$ cat src/rtl/xps_pkg.sv
package xps_pkg;

    typedef enum logic [1:0] {
        ST_IDLE,
        ST_READ,
        ST_WRITE,
        ST_DONE
    } xps_state_e;

    // Destination pattern families
    typedef enum logic [1:0] {
        PAT_FIXED,   // offset 0 always
        PAT_PAIR,    // 0,1,0,1
        PAT_DOUBLE,  // 0,0,1,1
        PAT_QUAD     // 0,1,2,3
    } xps_pat_e;

    typedef enum logic [1:0] {
        SRC_INC,
        SRC_DEC,
        SRC_HOLD
    } xps_src_e;

    typedef struct packed {
        xps_pat_e pat;
        xps_src_e smode;
    } xps_cfg_t;

    localparam int STEP_W = 2;  // position inside a four-write unit

endpackage

$ cat src/rtl/xps_ctrl_decode.sv
module xps_ctrl_decode
    import xps_pkg::*;
(
    input  logic [4:0] ctrl,
    output xps_cfg_t   cfg
);

    always_comb begin
        unique case (ctrl[2:0])
            3'b000:  cfg.pat = PAT_FIXED;
            3'b001:  cfg.pat = PAT_PAIR;
            3'b010:  cfg.pat = PAT_FIXED;
            3'b011:  cfg.pat = PAT_DOUBLE;
            3'b100:  cfg.pat = PAT_QUAD;
            3'b101:  cfg.pat = PAT_PAIR;    // alias of 001
            3'b110:  cfg.pat = PAT_DOUBLE;  // alias of 011
            3'b111:  cfg.pat = PAT_QUAD;    // alias of 100
            default: cfg.pat = PAT_FIXED;
        endcase
    end

    always_comb begin
        if (ctrl[3])
            cfg.smode = SRC_HOLD;
        else if (ctrl[4])
            cfg.smode = SRC_DEC;
        else
            cfg.smode = SRC_INC;
    end

endmodule

$ cat src/rtl/xps_dst_offset.sv
module xps_dst_offset
    import xps_pkg::*;
(
    input  xps_pat_e          pat,
    input  logic [STEP_W-1:0] step,
    output logic [1:0]        off
);

    always_comb begin
        unique case (pat)
            PAT_FIXED:  off = 2'd0;
            PAT_PAIR:   off = {1'b0, step[0]};
            PAT_DOUBLE: off = {1'b0, step[1]};
            PAT_QUAD:   off = step;
            default:    off = 2'd0;
        endcase
    end

endmodule

$ cat src/rtl/xps_src_addr.sv
module xps_src_addr
    import xps_pkg::*;
#(
    parameter int ADDR_W = 24
) (
    input  logic              clk,
    input  logic              rst_n,
    input  logic              load,
    input  logic [ADDR_W-1:0] start_addr,
    input  logic              step,
    input  xps_src_e          smode,
    output logic [ADDR_W-1:0] addr
);

    logic [ADDR_W-1:0] addr_q;
    logic [ADDR_W-1:0] addr_nx;

    always_comb begin
        unique case (smode)
            SRC_INC:  addr_nx = addr_q + 1'b1;
            SRC_DEC:  addr_nx = addr_q - 1'b1;
            SRC_HOLD: addr_nx = addr_q;
            default:  addr_nx = addr_q;
        endcase
    end

    always_ff @(posedge clk or negedge rst_n) begin
        if (!rst_n)
            addr_q <= '0;
        else if (load)
            addr_q <= start_addr;
        else if (step)
            addr_q <= addr_nx;
    end

    assign addr = addr_q;

    p_src_inc_r3: assert property (@(posedge clk) disable iff (!rst_n)
        (step && !load && smode == SRC_INC) |=> addr_q == ADDR_W'($past(addr_q) + 1'b1));
    p_src_dec_r3: assert property (@(posedge clk) disable iff (!rst_n)
        (step && !load && smode == SRC_DEC) |=> addr_q == ADDR_W'($past(addr_q) - 1'b1));
    p_src_hold_r3: assert property (@(posedge clk) disable iff (!rst_n)
        (step && !load && smode == SRC_HOLD) |=> $stable(addr_q));

endmodule

$ cat src/rtl/xps_byte_counter.sv
module xps_byte_counter #(
    parameter int COUNT_W = 16
) (
    input  logic               clk,
    input  logic               rst_n,
    input  logic               load,
    input  logic [COUNT_W-1:0] count_in,
    input  logic               dec,
    output logic               last
);

    localparam int REM_W = COUNT_W + 1;
    localparam logic [REM_W-1:0] FULL = REM_W'(1) << COUNT_W;

    logic [REM_W-1:0] rem_q;

    always_ff @(posedge clk or negedge rst_n) begin
        if (!rst_n)
            rem_q <= '0;
        else if (load)
            rem_q <= (count_in == '0) ? FULL : REM_W'(count_in);
        else if (dec)
            rem_q <= rem_q - 1'b1;
    end

    assign last = (rem_q == REM_W'(1));

    p_no_underflow_r9: assert property (@(posedge clk) disable iff (!rst_n)
        dec |-> rem_q != '0);

endmodule

$ cat src/rtl/xfer_pattern_seq.sv
module xfer_pattern_seq
    import xps_pkg::*;
#(
    parameter int ADDR_W  = 24,
    parameter int DST_W   = 8,
    parameter int COUNT_W = 16
) (
    input  logic               clk,
    input  logic               rst_n,
    input  logic [7:0]         ctrl_byte,
    input  logic [ADDR_W-1:0]  src_start,
    input  logic [DST_W-1:0]   dst_base,
    input  logic [COUNT_W-1:0] byte_count,
    input  logic               start,
    output logic               rd_req,
    output logic [ADDR_W-1:0]  rd_addr,
    input  logic               rd_ack,
    input  logic [7:0]         rd_data,
    output logic               wr_req,
    output logic [DST_W-1:0]   wr_addr,
    output logic [7:0]         wr_data,
    input  logic               wr_ack,
    output logic               busy,
    output logic               done
);

    xps_state_e        state_q, state_nx;
    xps_cfg_t          cfg_dec, cfg_q;
    logic [DST_W-1:0]  base_q;
    logic [7:0]        data_q;
    logic [STEP_W-1:0] step_q;
    logic [1:0]        off;
    logic              last;
    logic              launch, rd_hs, wr_hs;
    logic [2:0]        unused_ctrl;

    assign unused_ctrl = ctrl_byte[7:5];

    xps_ctrl_decode u_dec (
        .ctrl (ctrl_byte[4:0]),
        .cfg  (cfg_dec)
    );

    assign launch = (state_q == ST_IDLE) && start;
    assign rd_hs  = rd_req && rd_ack;
    assign wr_hs  = wr_req && wr_ack;

    xps_src_addr #(.ADDR_W(ADDR_W)) u_src (
        .clk        (clk),
        .rst_n      (rst_n),
        .load       (launch),
        .start_addr (src_start),
        .step       (rd_hs),
        .smode      (cfg_q.smode),
        .addr       (rd_addr)
    );

    xps_byte_counter #(.COUNT_W(COUNT_W)) u_cnt (
        .clk      (clk),
        .rst_n    (rst_n),
        .load     (launch),
        .count_in (byte_count),
        .dec      (wr_hs),
        .last     (last)
    );

    xps_dst_offset u_off (
        .pat  (cfg_q.pat),
        .step (step_q),
        .off  (off)
    );

    // State register
    always_ff @(posedge clk or negedge rst_n) begin
        if (!rst_n)
            state_q <= ST_IDLE;
        else
            state_q <= state_nx;
    end

    // Transitions
    always_comb begin
        state_nx = state_q;
        unique case (state_q)
            ST_IDLE:  if (start)  state_nx = ST_READ;
            ST_READ:  if (rd_ack) state_nx = ST_WRITE;
            ST_WRITE: if (wr_ack) state_nx = last ? ST_DONE : ST_READ;
            ST_DONE:  state_nx = ST_IDLE;
            default:  state_nx = ST_IDLE;
        endcase
    end

    // Outputs
    always_comb begin
        rd_req = 1'b0;
        wr_req = 1'b0;
        done   = 1'b0;
        busy   = 1'b1;
        unique case (state_q)
            ST_IDLE:  busy   = 1'b0;
            ST_READ:  rd_req = 1'b1;
            ST_WRITE: wr_req = 1'b1;
            ST_DONE:  done   = 1'b1;
            default:  busy   = 1'b0;
        endcase
    end

    assign wr_addr = base_q + DST_W'(off);
    assign wr_data = data_q;

    // Per-transfer settings and byte holding register
    always_ff @(posedge clk or negedge rst_n) begin
        if (!rst_n) begin
            cfg_q  <= '{pat: PAT_FIXED, smode: SRC_INC};
            base_q <= '0;
            data_q <= '0;
            step_q <= '0;
        end else begin
            if (launch) begin
                cfg_q  <= cfg_dec;
                base_q <= dst_base;
                step_q <= '0;
            end
            if (rd_hs)
                data_q <= rd_data;
            if (wr_hs)
                step_q <= step_q + 1'b1;
        end
    end

    p_rw_exclusive_r2: assert property (@(posedge clk) disable iff (!rst_n)
        !(rd_req && wr_req));
    p_read_then_write_r2: assert property (@(posedge clk) disable iff (!rst_n)
        rd_hs |=> wr_req && wr_data == $past(rd_data));
    p_rd_hold_r11: assert property (@(posedge clk) disable iff (!rst_n)
        (rd_req && !rd_ack) |=> rd_req && $stable(rd_addr));
    p_wr_hold_r11: assert property (@(posedge clk) disable iff (!rst_n)
        (wr_req && !wr_ack) |=> wr_req && $stable(wr_addr) && $stable(wr_data));
    p_last_done_r10: assert property (@(posedge clk) disable iff (!rst_n)
        (wr_hs && last) |=> done);
    p_done_pulse_r10: assert property (@(posedge clk) disable iff (!rst_n)
        done |=> !done && !busy);
    p_busy_start_r12: assert property (@(posedge clk) disable iff (!rst_n)
        (busy && start) |=> $stable(base_q) && $stable(cfg_q));
    p_idle_quiet_r1: assert property (@(posedge clk) disable iff (!rst_n)
        !busy |-> !rd_req && !wr_req && !done);

endmodule

$ cat config.mk
export PLATFORM = sky130hd
export DESIGN_NAME = xfer_pattern_seq
export DESIGN_NICKNAME = d
export VERILOG_FILES = /design/src/rtl/xps_pkg.sv /design/src/rtl/xps_ctrl_decode.sv /design/src/rtl/xps_dst_offset.sv /design/src/rtl/xps_src_addr.sv /design/src/rtl/xps_byte_counter.sv /design/src/rtl/xfer_pattern_seq.sv
export SDC_FILE = /design/constraint.sdc
export NUM_CORES = 1
export LEC_CHECK = 0
export CAP_MARGIN = 20
export CORE_ASPECT_RATIO = 0.75
export CORE_MARGIN = 3
export CORE_UTILIZATION = 49
export DETAILED_ROUTE_END_ITERATION = 8
export PLACE_DENSITY = 0.81
export SLEW_MARGIN = 15
export SYNTH_ARGS = -nofsm -noshare
export SYNTH_HDL_FRONTEND = slang
export SYNTH_SLANG_ARGS = --single-unit
$ cat constraint.sdc
create_clock -name clk -period 4.2 [get_ports clk]
set_input_delay 0.84 -clock clk [delete_from_list [all_inputs] [get_ports clk]]
set_output_delay 0.84 -clock clk [all_outputs]
set_load 0.03 [all_outputs]
==> results.yml, run 1 <==
floorplanning:
  rows: 28
  die_h_um: 86.5
  start_util_pct: 52.1
  die_x_um: 113
  core_area_um2: 8130
  dieArea_um2: 9800
  ios: 113
synthesis:
  yosys_warnings: 0
  synth_cells: 519
  syn_avg_cell_area_um2: 8.16
  synth.distinct_cells: 57
  synthFlopType: "dfrtp_1"
  yosysSeqAreaShare_pct: 38.4
  synth-seq-cells: 65
  syn_area_um2: 4230
  synth_edf_count: 0
  synthesis.nets: 594
  async_flop_share_pct: 100
power_and_ir_drop:
  p_total_w: 0.00438
  p_leak_nw: 2.25
  powerDensity_nw_per_um2: 766
  ir_worst_vdd_v: 0.000554
status:
  status: "completed"
sta:
  slew_headroom_pct: 38.1
  fin_skew_ps: 3.68
  fin_crit_sh_pct: 86.2
  whs_ps: 500
  fin_crit_ps: 3620
  finalHoldViolations: 0
  max_freq_mhz: 276
  finalSetupViolCount: 0
  maxSlewViolCount: 0
  rsz0062_at_grt: "no"
  tns_ps: 0
  tightest_slew_ps: 925
cts:
  post_cts_resize_count: 0
  cts_made_buffers: 9
  cts_tree: "yes"
  post_cts_buffers: 0
  clock_latency_ps: 330
  clock_path_buffers: 2
  path_clk_slew_ps: 50
  hold_buffers: 0
  cts_sinks: 65
  ctsRootBufferMaster: "clkbuf_16"
  htree_levels: 3
cells_and_area:
  final_area_um2: 5710
  drive_gt1_share_pct: 7.13
  nets: 687
  layout_commonest_cell: "clkdlybuf4s50_1"
  syn2layout_area_growth_pct: 34.9
  most-common-layout-cells: "108 x clkdlybuf4s50_1, 95 x nand2_1, 65 x dfrtp_1, 45 x o21ai_0, 38 x nor2_1"
  fin_util_pct: 70.3
  diodes: 0
routing:
  wl_mm: 12.6
  avgViaCountPerCell: 6.13
  dr_total_vias: 4427
  wire_per_inst_um: 17.5
  drtPass1Iterations: 5
  drc: 0
  drt_iter0_drc: 435
  ant_nets: 0
worst_setup_path:
  cp-start-kind: "register"
  required_ps: 3360
  cp_data_arrival_time_ps: 2780
  path_max_fanout: 4
  reg2reg_slack_ps: 1130
  worstSetupPathType: "reg2out"
  cp-end-kind: "output port"
place:
  dpl.hpwl_mm: 9.10
  placed_area_um2: 5370
  io_buffers: 109
  gp_congestion: 0.933
flow_run:
  drv_cap: 0
global_route:
  grt_max_degree: 59
  track_usage_pct: 27.1
  grt_pass1_wl_mm: 21.4
  antenna_found_initial: 0
  grt-ovfl-total: 0
  grt_pass1_vias: 4331
hold_path:
  min_path_type: "reg2reg"
-- metrics by stage --
step                setup WS [ps]  instances
floorplan                     996        519
global placement             1030        706
detailed placement            904        706
CTS                           589        722
global route                  418        722
finish                        578        722
-- layout make-up --
| class | count | area (um2) |
|---|---|---|
| Timing Repair Buffer | 117 | 1150 |
| Tap cell | 105 | 131 |
| Clock inverter | 4 | 73.8 |
| Fill cell | 660 | 2410 |
| Sequential cell | 65 | 1630 |
| Inverter | 14 | 52.6 |
| Multi-Input combinational cell | 405 | 2420 |
| Clock buffer | 12 | 267 |
-- final timing paths --
| check | from | end | cells past startpoint |
|---|---|---|---|
| max in group asynchronous | rst_n | u_src.addr[16] | 2 |
| hold / removal | base_q[0] | base_q[0] | 2 |
| setup reg to reg | u_src.addr[4] | u_src.addr[23] | 7 |
| hold reg to reg | base_q[0] | base_q[0] | 2 |
| min in group asynchronous | rst_n | u_src.addr[12] | 1 |
| setup / recovery | step_q[1] | wr_addr[6] | 9 |
-- cells in the mapped netlist, drive strengths merged, types with 6 or more instances --
cell / instances / area, um2
nand2: 95 / 357
dfrtp: 65 / 1630
o21ai: 45 / 225
nor2: 38 / 143
clkbuf: 30 / 114
nor3: 22 / 110
xnor2: 21 / 184
a21oi: 18 / 90.1
inv: 14 / 52.6
nand3: 12 / 60.1
nor4: 12 / 75.1
or3: 12 / 85.1
and2: 10 / 62.6
a31oi: 9 / 56.3
mux2: 9 / 101
mux2i: 8 / 80.1
nand4: 8 / 50.1
a221o: 7 / 70.1
a22oi: 6 / 45.0
-- critical path, stage by stage, from the launching register on --
cell and delay, ps:
dfrtp_1 390, nand2_1 70, o21ai_0 170, ha_1 200
inv_1 60, fa_1 410, nor2b_1 170, nand4_1 130
xnor2_1 170, clkdlybuf4s50_1 690
-- registers in the layout, summed over array words and instances, names as in the netlist --
| register | cells |
|---|---|
| u_src.addr | 24 |
| cfg_q | 4 |
| step_q | 2 |
| u_cnt.rem_q | 17 |
| state_q | 2 |
| wr_data | 8 |
| base_q | 8 |
-- logic make-up (layout without fill, tap and decap cells) --
group | Yosys count | in the layout | synth area share [%]
buf+inv | 49 | 147 | 4.55
compound gates | 112 | 112 | 16.9
flops | 65 | 65 | 38.4
fa+ha+maj | 7 | 7 | 2.19
simple gates | 245 | 245 | 28.7
xor+xnor | 24 | 24 | 4.96
mux | 17 | 17 | 4.29
-- power breakdown --
group	leakage [nW]	internal [W]	switching (W)
Combinational	1.29	0.000900	0.00126
Sequential	0.797	0.000921	0.000444
Clock	0.169	0.000568	0.000278
Total	2.25	0.00239	0.00199
-- layer usage --
layer / track usage (%) / vias to the layer above / share of wire [%]
met3: 6.70 / 21 / 9.5
met4: 7.86 / 0 / 1.6
met5: 0 / - / 0
li1: - / 2052 / -
met1: 39.8 / 2128 / 46
met2: 39.7 / 226 / 43
Note: power is estimated with default switching activity, not from simulation.
==> run 2: changes to the inputs <==
CORE_MARGIN = unset   (was 3)
SKIP_CTS_REPAIR_TIMING = 1   (was unset)
==> run 2 against run 1 <==
  * Global-route usage is 2.7 points higher
  * Via count is 1.1% lower
  * Sequential power hardly changed
  * Clock-buffer cell count is 1 lower
  * Largest cell class unchanged
  * Combinational power hardly changed
  * Sequential share of layout area is 0.39 points higher
  * Wire length is 0.42% higher
==> results.yml, run 2 (synthesis results as in run 1) <==
cts:
  cts_made_buffers: 9
  cts_sinks: 65
  htree_levels: 3
  cts_tree: "yes"
  ctsRootBufferMaster: "clkbuf_16"
  clock_latency_ps: 320
  path_clk_slew_ps: 50
  clock_path_buffers: 2
cells_and_area:
  fin_cells: 719
  largest_reg_flops: 24
  seq_area_um2: 1630
  n_fill_cell: 677
  diodes: 0
  drive_gt1_share_pct: 6.68
  layout_commonest_cell: "clkdlybuf4s50_1"
  nets: 686
  most-common-layout-cells: "108 x clkdlybuf4s50_1, 95 x nand2_1, 65 x dfrtp_1, 45 x o21ai_0, 38 x nor2_1"
  multi_input_comb_area_um2: 2420
  syn2layout_area_growth_pct: 33.1
floorplanning:
  rows: 28
  dieArea_um2: 9020
  die_x_um: 109
  ios: 113
  start_util_pct: 52.1
  core_area_um2: 8130
  die_h_um: 82.5
place:
  io_buffers: 109
  dpl.hpwl_mm: 9.13
  dp_cells: 705
  gp_congestion: 0.910
power_and_ir_drop:
  ir_worst_vdd_v: 0.000441
  p_leak_nw: 2.21
  powerDensity_nw_per_um2: 750
sta:
  whs_ps: 508
  fin_crit_ps: 3600
  max_freq_mhz: 278
  rsz0062_at_grt: "no"
  fin_skew_ps: 7.79
  finalSetupViolCount: 0
  slew_headroom_pct: 39.8
  maxSlewViolCount: 0
  finalHoldViolations: 0
  tightest_slew_ps: 903
  fin_crit_sh_pct: 85.7
  tns_ps: 0
worst_setup_path:
  worstSetupPathType: "reg2out"
  critPathMaxStageDelay_ps: 700
  required_ps: 3360
  path_max_fanout: 4
  cp-start-kind: "register"
  path_cells: "nand2_1 -> o21ai_0 -> ha_1 -> inv_1 -> fa_1 -> nor2b_1 -> nand4_1 -> xnor2_1 -> clkdlybuf4s50_1"
  cp-end-kind: "output port"
  cp_data_arrival_time_ps: 2760
  crit_path_top_delay_cell: "clkdlybuf4s50_1"
  worst_r2r_path_depth: 10
flow_run:
  drv_cap: 0
global_route:
  grt_pass1_wl_mm: 20.4
  track_usage_pct: 29.8
  grt_pass1_vias: 4197
  antenna_found_initial: 0
  grt-ovfl-total: 0
  grt_max_degree: 59
routing:
  drtPass1Iterations: 6
  drt_iter0_drc: 539
  wire_per_inst_um: 17.6
  ant_nets: 0
  dr_total_vias: 4377
  wl_mm: 12.7
  avgViaCountPerCell: 6.09
  drc: 0
hold_path:
  min_path_type: "reg2reg"
  holdPathStages: 2
status:
  status: "completed"
run 2: routing by layer:
layer	vias to the layer above	GRT usage [%]	part of all wire [%]
met5	-	0	0
met2	254	45.5	44
li1	2039	-	-
met1	2078	41.2	45
met4	0	6.93	0.40
met3	6	9.81	11
run 2: critical path, delay by kind of cell, from the launching register on:
kind            cells  cell delay [ps]
fa+ha+maj           2              590
simple gates        3              380
flops               1              390
compound gates      1              150
xor+xnor            1              180
buf+inv             2              760
run 2: power by group:
group          internal, W  total (W)  switching (W)
registers         0.000922    0.00137       0.000451
logic             0.000897    0.00216        0.00127
clock network     0.000423   0.000690       0.000267
total              0.00224    0.00423        0.00199
run 2: worst paths after layout:
kind / slack, ps / start / end
worst min-delay path: 510 / base_q[0] / base_q[0]
worst max register to register: 1080 / cfg_q[1] / u_src.addr[20]
max in group asynchronous: 2640 / rst_n / base_q[3]
worst max-delay path: 600 / step_q[1] / wr_addr[6]
worst min register to register: 510 / base_q[0] / base_q[0]
min in group asynchronous: 650 / rst_n / u_src.addr[7]
run 2: through the flow:
stage                     setup WS [ps]  instance area, um2  utilization [%]  total power (W)
after floorplan                     996                4230                -          0.00267
after global placement              923                5370             66.0          0.00341
after detailed placement            777                5370             66.0          0.00350
after CTS                           579                5640             69.3          0.00420
after global routing                428                5640             69.3          0.00450
final                               601                5640             69.3          0.00423
run 2: area by class of cell:
cell class	count	share of cell area, %
clock buffer	11	4.48
clock inverter	3	0.311
inverter	14	0.933
multi-input combinational	405	42.9
sequential	65	28.9
tap	105	2.33
timing repair buffer	116	20.2
